**src/rtl/dfl_pkg.sv**
```systemverilog
`timescale 1ns/1ps
package dfl_pkg;

  localparam int NUM_PORTS = 4;
  localparam int DEST_W    = 2;

  typedef enum logic [DEST_W-1:0] {
    PORT_NORTH = 2'd0,
    PORT_EAST  = 2'd1,
    PORT_SOUTH = 2'd2,
    PORT_WEST  = 2'd3
  } port_e;

  // Three-level cell priority: golden (lower sequence first), silver, then coin.
  // Returns 1 when slot A wins the cell.
  function automatic logic pick_a(input logic a_vld, input logic a_gold,
                                  input logic a_sil, input logic b_vld,
                                  input logic b_gold, input logic b_sil,
                                  input logic a_seq_lower, input logic seq_same,
                                  input logic coin);
    if (!b_vld)            return 1'b1;
    if (!a_vld)            return 1'b0;
    if (a_gold != b_gold)  return a_gold;
    if (a_gold)            return seq_same ? coin : a_seq_lower;
    if (a_sil != b_sil)    return a_sil;
    return coin;
  endfunction

endpackage

```
**src/rtl/dfl_lfsr.sv**
```systemverilog
`timescale 1ns/1ps
module dfl_lfsr #(
  parameter int              W    = 8,
  parameter logic [W-1:0]    TAPS = 8'hB8,
  parameter logic [W-1:0]    SEED = 8'h5A
) (
  input  logic clk,
  input  logic rst,
  output logic coin
);

  logic [W-1:0] state_q;
  logic [W-1:0] state_d;

  always_comb begin
    state_d = state_q >> 1;
    if (state_q[0]) state_d = state_d ^ TAPS;
  end

  always_ff @(posedge clk) begin
    if (rst) state_q <= SEED;
    else     state_q <= state_d;
  end

  assign coin = state_q[0];

  // the coin source never locks up in the all-zero state
  p_state_nonzero_r8: assert property (@(posedge clk) disable iff (rst)
    state_q != '0);

endmodule

```
**src/rtl/dfl_cell.sv**
```systemverilog
`timescale 1ns/1ps
module dfl_cell
  import dfl_pkg::*;
#(
  parameter int DATA_W    = 16,
  parameter int SEQ_W     = 4,
  parameter int STEER_BIT = 1,
  localparam int FLIT_W   = 1 + DEST_W + 1 + 1 + SEQ_W + DATA_W
) (
  input  logic              clk,
  input  logic              rst,
  input  logic              coin,
  input  logic [FLIT_W-1:0] in_a,
  input  logic [FLIT_W-1:0] in_b,
  output logic [FLIT_W-1:0] out_lo,
  output logic [FLIT_W-1:0] out_hi
);

  typedef struct packed {
    logic              vld;
    logic [DEST_W-1:0] dest;
    logic              gold;
    logic              silv;
    logic [SEQ_W-1:0]  seq;
    logic [DATA_W-1:0] data;
  } flit_t;

  flit_t fa, fb, win, lose;
  logic  a_wins;
  logic  win_side;

  assign fa = flit_t'(in_a);
  assign fb = flit_t'(in_b);

  always_comb begin
    a_wins = pick_a(fa.vld, fa.gold, fa.silv, fb.vld, fb.gold, fb.silv,
                    fa.seq < fb.seq, fa.seq == fb.seq, coin);
    win      = a_wins ? fa : fb;
    lose     = a_wins ? fb : fa;
    win_side = win.dest[STEER_BIT];
    out_hi   = win_side ? win  : lose;
    out_lo   = win_side ? lose : win;
  end

  // a cell neither drops nor creates flits
  p_count_kept_r1: assert property (@(posedge clk) disable iff (rst)
    $countones({fa.vld, fb.vld}) == $countones({out_lo[FLIT_W-1], out_hi[FLIT_W-1]}));

  // an unbeaten golden flit in slot A gets its requested side
  p_golden_steer_r4: assert property (@(posedge clk) disable iff (rst)
    (fa.vld && fa.gold && !(fb.vld && fb.gold && fb.seq <= fa.seq))
    |-> ((fa.dest[STEER_BIT] ? out_hi : out_lo) == in_a));

  // a silver flit facing no golden or silver rival gets its requested side
  p_silver_steer_r5: assert property (@(posedge clk) disable iff (rst)
    (fb.vld && fb.silv && !(fa.vld && (fa.gold || fa.silv)))
    |-> ((fb.dest[STEER_BIT] ? out_hi : out_lo) == in_b));

endmodule

```
**src/rtl/dfl_arbnet.sv**
```systemverilog
`timescale 1ns/1ps
module dfl_arbnet
  import dfl_pkg::*;
#(
  parameter int              DATA_W    = 16,
  parameter int              SEQ_W     = 4,
  parameter int              LFSR_W    = 8,
  parameter logic [LFSR_W-1:0] LFSR_TAPS = 8'hB8,
  parameter logic [LFSR_W-1:0] LFSR_SEED = 8'h5A
) (
  input  logic                          clk,
  input  logic                          rst,
  input  logic [NUM_PORTS-1:0]          in_valid,
  input  logic [NUM_PORTS*DEST_W-1:0]   in_dest,
  input  logic [NUM_PORTS-1:0]          in_golden,
  input  logic [NUM_PORTS-1:0]          in_silver,
  input  logic [NUM_PORTS*SEQ_W-1:0]    in_seq,
  input  logic [NUM_PORTS*DATA_W-1:0]   in_data,
  output logic [NUM_PORTS-1:0]          out_valid,
  output logic [NUM_PORTS*DEST_W-1:0]   out_dest,
  output logic [NUM_PORTS-1:0]          out_golden,
  output logic [NUM_PORTS-1:0]          out_silver,
  output logic [NUM_PORTS*SEQ_W-1:0]    out_seq,
  output logic [NUM_PORTS*DATA_W-1:0]   out_data,
  output logic [NUM_PORTS-1:0]          out_defl
);

  localparam int FLIT_W    = 1 + DEST_W + 1 + 1 + SEQ_W + DATA_W;
  localparam int HALF      = NUM_PORTS / 2;
  localparam int NUM_CELLS = 2 * HALF;

  typedef struct packed {
    logic              vld;
    logic [DEST_W-1:0] dest;
    logic              gold;
    logic              silv;
    logic [SEQ_W-1:0]  seq;
    logic [DATA_W-1:0] data;
  } flit_t;

  logic [FLIT_W-1:0] in_w   [NUM_PORTS];
  logic [FLIT_W-1:0] mid_w  [2][HALF];
  logic [FLIT_W-1:0] net_w  [NUM_PORTS];
  logic              coin_w [NUM_CELLS];
  logic              hist_ok_q;

  // Per-cell coin sources, each with its own seed
  for (genvar c = 0; c < NUM_CELLS; c++) begin : g_coin
    dfl_lfsr #(
      .W    (LFSR_W),
      .TAPS (LFSR_TAPS),
      .SEED (LFSR_SEED ^ LFSR_W'(32'(c) * 32'h31))
    ) u_lfsr (
      .clk  (clk),
      .rst  (rst),
      .coin (coin_w[c])
    );
  end

  for (genvar i = 0; i < NUM_PORTS; i++) begin : g_pack
    assign in_w[i] = {in_valid[i], in_dest[DEST_W*i +: DEST_W], in_golden[i],
                      in_silver[i], in_seq[SEQ_W*i +: SEQ_W], in_data[DATA_W*i +: DATA_W]};
  end

  // Stage one: inputs j and j+HALF meet; steering on the upper destination bit
  for (genvar j = 0; j < HALF; j++) begin : g_st1
    dfl_cell #(.DATA_W(DATA_W), .SEQ_W(SEQ_W), .STEER_BIT(1)) u_cell (
      .clk    (clk),
      .rst    (rst),
      .coin   (coin_w[j]),
      .in_a   (in_w[j]),
      .in_b   (in_w[j+HALF]),
      .out_lo (mid_w[0][j]),
      .out_hi (mid_w[1][j])
    );
  end

  // Stage two: cell k owns output ports 2k and 2k+1; steering on the lower bit
  for (genvar k = 0; k < HALF; k++) begin : g_st2
    dfl_cell #(.DATA_W(DATA_W), .SEQ_W(SEQ_W), .STEER_BIT(0)) u_cell (
      .clk    (clk),
      .rst    (rst),
      .coin   (coin_w[HALF+k]),
      .in_a   (mid_w[k][0]),
      .in_b   (mid_w[k][1]),
      .out_lo (net_w[2*k]),
      .out_hi (net_w[2*k+1])
    );
  end

  // Output registers
  for (genvar p = 0; p < NUM_PORTS; p++) begin : g_out
    flit_t f;
    assign f = flit_t'(net_w[p]);
    always_ff @(posedge clk) begin
      if (rst) begin
        out_valid[p]                    <= 1'b0;
        out_defl[p]                     <= 1'b0;
        out_dest[DEST_W*p +: DEST_W]    <= '0;
        out_golden[p]                   <= 1'b0;
        out_silver[p]                   <= 1'b0;
        out_seq[SEQ_W*p +: SEQ_W]       <= '0;
        out_data[DATA_W*p +: DATA_W]    <= '0;
      end else begin
        out_valid[p]                    <= f.vld;
        out_defl[p]                     <= f.vld && (f.dest != DEST_W'(p));
        out_dest[DEST_W*p +: DEST_W]    <= f.dest;
        out_golden[p]                   <= f.gold;
        out_silver[p]                   <= f.silv;
        out_seq[SEQ_W*p +: SEQ_W]       <= f.seq;
        out_data[DATA_W*p +: DATA_W]    <= f.data;
      end
    end
  end

  // Marks that the previous cycle was out of reset, so $past inputs are meaningful
  always_ff @(posedge clk) begin
    if (rst) hist_ok_q <= 1'b0;
    else     hist_ok_q <= 1'b1;
  end

  // reset empties every output port
  p_reset_clear_r2: assert property (@(posedge clk)
    rst |=> (out_valid == '0 && out_defl == '0));

  // flit count is preserved across the one-cycle latency
  p_count_latency_r1: assert property (@(posedge clk) disable iff (rst)
    hist_ok_q |-> ($countones(out_valid) == $past($countones(in_valid))));

  // some golden flit leaves undeflected whenever golden flits entered
  p_golden_kept_r4: assert property (@(posedge clk) disable iff (rst)
    (hist_ok_q && $past(|(in_valid & in_golden)))
    |-> (|(out_valid & out_golden & ~out_defl)));

  // with no golden traffic, the silver flit leaves undeflected
  p_silver_kept_r5: assert property (@(posedge clk) disable iff (rst)
    (hist_ok_q && $past(|(in_valid & in_silver)) && $past((in_valid & in_golden) == '0))
    |-> (|(out_valid & out_silver & ~out_defl)));

endmodule

```
**config.mk**
```make
export PLATFORM = sky130hd
export DESIGN_NAME = dfl_arbnet
export DESIGN_NICKNAME = d
export VERILOG_FILES = /design/src/rtl/dfl_pkg.sv /design/src/rtl/dfl_lfsr.sv /design/src/rtl/dfl_cell.sv /design/src/rtl/dfl_arbnet.sv
export SDC_FILE = /design/constraint.sdc
export NUM_CORES = 1
export LEC_CHECK = 0
export ABC_AREA = 1
export BUFFER_PORTS_ARGS = -buffer_cell sky130_fd_sc_hd__buf_2
export CAP_MARGIN = 5
export CORE_AREA = 2 2 127 129
export DETAILED_ROUTE_END_ITERATION = 10
export DIE_AREA = 0 0 129 131
export PLACE_DENSITY = 0.84
export SLEW_MARGIN = 20
export SYNTH_ARGS = -nofsm -noshare
export SYNTH_HDL_FRONTEND = slang
export SYNTH_SLANG_ARGS = --single-unit
```
**constraint.sdc**
```tcl
create_clock -name clk -period 11.1 [get_ports clk]
set_input_delay 1.665 -clock clk [delete_from_list [all_inputs] [get_ports clk]]
set_output_delay 1.665 -clock clk [all_outputs]
set_load 0.02 [all_outputs]
```
==> reports/qor.txt <==
Critical R2R Capture: out_defl[3]
Met1 wire length: 10510 um
Final ANT Viol Nets: 0
Final hold vios: 0
Synth warn: 0
Synth-to-Final Area Change: 16.67%
Achievable Freq: 144.2 MHz
Root Driver: clkbuf_16
CP required: 11.43 ns
Global-route usage over all layers: 29.28%
CP Class: input pin to flip-flop
Clk sinks: 136
Post-CTS Hold Buffers: 0
Post-cts gate resize count: 0
Synth cell types: 29
Hold Path Depth: 2
Lkg Pwr: 5.829 nW
GR Overflow Total: 0
Peak VDD IR: 0.1170 mV
Endpoints failing setup: 0
Pwr Total: 1.897 mW
CTS clock-pin slew for the worst setup and hold paths: 0.06 ns
Period utilisation layout: 62.46%
Hold worst-path end: g_coin[1].u_lfsr.state_q[2]
Synth Area per Inst: 5.828 um^2
Synth cell count leaders: nand2_1, o21ai_0, nor2_1
Share of cells above drive strength 1: 16.37%
CP peak stage delay: 0.61 ns
DRT iter0 DRCs: 757
Post-CTS Setup Repair Bufs: 0
DR WL met2: 11590 um
IO Port Bufs: 205
DR WL met3: 1916 um
Area of the die: 0.01690 mm^2
Post-route minimum period: 6.933 ns
RSZ-0062 raised after global routing: no
Register area share after synthesis: 30.36%
Placement Rows: 46
Initial core utilization: 57.50%
TritonCTS Buffers: 17
Outcome: completed
FF-to-FF setup slack: 5.37 ns
Core Area: 0.01560 mm^2
Slew Limit Fails: 0
Worst hold slack: 0.3996 ns
Leading area contributor after synthesis: dfxtp_1
Initial antenna violation count: 0
Crit-path slowest cell: buf_4
GPL Wtd Cong: 0.9327
WP buf/inv: 6
Synth async-reset ratio: 0%
Via density per instance: 5.057
Mapped Area: 0.008969 mm^2
Most used cell, CP: nand2_1
Register-to-Register Path Depth: 26
Rel. slew slack: 31.28%
Min-Delay Path Class: flip-flop to flip-flop
Hold Startpoint: g_coin[1].u_lfsr.state_q[3]
Max layer used: met4
Largest net degree at the start of global routing: 95
Post-synthesis net count: 1657
Wire length per cell: 13.00 um
CTS tree: built
H-tree depth: 4
Arr. time, crit path: 7.26 ns
IO Count: 206
Post-synth EDFFs: 0
Number of global-route vias before repair: 8261
Global-route wire length before repair: 38930 um
DRC: 0
Clock skew: 0.007331 ns
Total Neg Setup Slack: 0 ns
Post-DP HPWL: 18400 um
ANT cells: 0
Cell with the most instances after synthesis: nand2_1
CP Max Fanout: 94
Post-synthesis cell count: 1539
Synth Flop Type: dfxtp_1
Worst reg2reg path startpoint: g_coin[1].u_lfsr.state_q[0]
Worst setup SP type: input pin
Clock buffer depth: 2
Width of the die: 129 um
CP Capture Type: flip-flop
Crit-path leading delay family: simple AND/OR/NAND/NOR gates
Clock latency on the worst-skew pair: 0.43 ns
Vias post-DR: 9648
Ranking of synthesized cells by area: dfxtp_1, nand2_1, o21ai_0
Initial DRT Pass Iterations: 6
Pwr/cell area: 181.2 mW/mm^2
Final WL: 24810 um
Yosys reg bits: 136
Maxcap violations: 0
Die Span Y: 131 um
Actual slew at the worst max-slew pin: 1.027 ns
Final nets: 1797
Share of the synthesized area in the top cell type: 30.36%
## logic make-up after synthesis
| group | share of synthesized area, % |
|---|---|
| adders and majority gates | 2.706 |
| buffers and inverters | 14.16 |
| muxes | 0.1116 |
| AOI/OAI and AO/OA | 18.69 |
| xor gates and xnor gates | 0.3906 |
| and+or+nand+nor | 33.58 |
| DFF | 30.36 |
## tightest hold or removal path, delay by kind of cell, from the launching register on
| kind | cells | cell delay (ns) |
|---|---|---|
| flops | 1 | 0.29 |
| buf+inv | 1 | 0.04 |
| simple gates | 1 | 0.03 |
## registers in the layout, indices dropped and copies added (netlist names)
signal	cells
g_coin.u_lfsr.state_q	32
out_valid	4
out_seq	16
out_dest	8
out_defl	4
out_golden	4
out_silver	4
out_data	64
## where the power goes
part | internal (mW) | total, mW | leakage [nW] | switching [mW]
registers | 0.571 | 0.598 | 1.14 | 0.0267
clock network | 0.387 | 0.608 | 0.310 | 0.221
logic | 0.216 | 0.690 | 4.38 | 0.474
## metal layers
layer  global-route usage (%)  up-vias
met5                        0        -
li1                         -     5012
met3                    5.415       48
met4                    11.96        0
met2                    49.86      371
met1                    36.73     4217
## final cells by class
class | count | area (um^2)
inverter | 202 | 758.2
tap | 216 | 270.3
clock inverter | 12 | 173.9
clock buffer | 20 | 456.7
timing repair buffer | 215 | 1101
sequential | 136 | 2723
multi-input combinational | 1107 | 4981
fill | 1403 | 5134
## cells in the final DEF (no fill, tap or decap)
master | synthesis | routed
or2_2 | 7 | 7
maj3_1 | 2 | 2
bufinv_16 | 0 | 4
nand3_1 | 20 | 20
a21oi_1 | 53 | 53
buf_2 | 40 | 205
clkinv_2 | 0 | 4
maj3_2 | 2 | 2
clkinvlp_4 | 0 | 1
o21ai_0 | 232 | 232
o21ai_1 | 41 | 41
nand2_4 | 1 | 2
nand2_2 | 12 | 11
nand3b_1 | 4 | 4
buf_4 | 7 | 10
a21boi_2 | 1 | 1
nor2_1 | 209 | 209
xnor2_1 | 4 | 4
clkbuf_16 | 0 | 17
inv_2 | 4 | 5
and2_1 | 37 | 37
clkbuf_1 | 31 | 1
o21bai_1 | 1 | 1
nand2_1 | 459 | 459
ha_1 | 16 | 16
nand4_1 | 2 | 2
mux2i_1 | 1 | 1
dfxtp_1 | 136 | 136
clkbuf_8 | 0 | 2
o21ai_2 | 3 | 3
inv_1 | 197 | 197
clkinv_4 | 0 | 3
## per-stage QoR
step | setup slack [ns] | instances | util (%) | cell area [um^2]
3_3_place_gp | 3.688 | 1876 | 63.01 | 9828
2_1_floorplan | 6.024 | 1539 | - | 8969
3_5_place_dp | 3.504 | 1876 | 63.01 | 9828
6_report | 4.167 | 1908 | 67.09 | 10460
5_1_grt | 3.551 | 1908 | 67.09 | 10460
4_1_cts | 3.941 | 1908 | 67.05 | 10460
## how the worst max path moves through the flow
stage                           from            to  slack (ns)  cells past startpoint
after floorplan           in_seq[15]  out_data[16]        6.02                     29
after global placement    in_seq[15]   out_defl[3]        3.69                     30
after detailed placement  in_seq[15]   out_defl[3]        3.50                     29
after CTS                 in_seq[15]   out_defl[3]        3.94                     29
after global routing      in_seq[15]   out_defl[3]        3.55                     29
final                     in_seq[15]   out_defl[3]        4.17                     29
(Power assumes the default switching activity.)
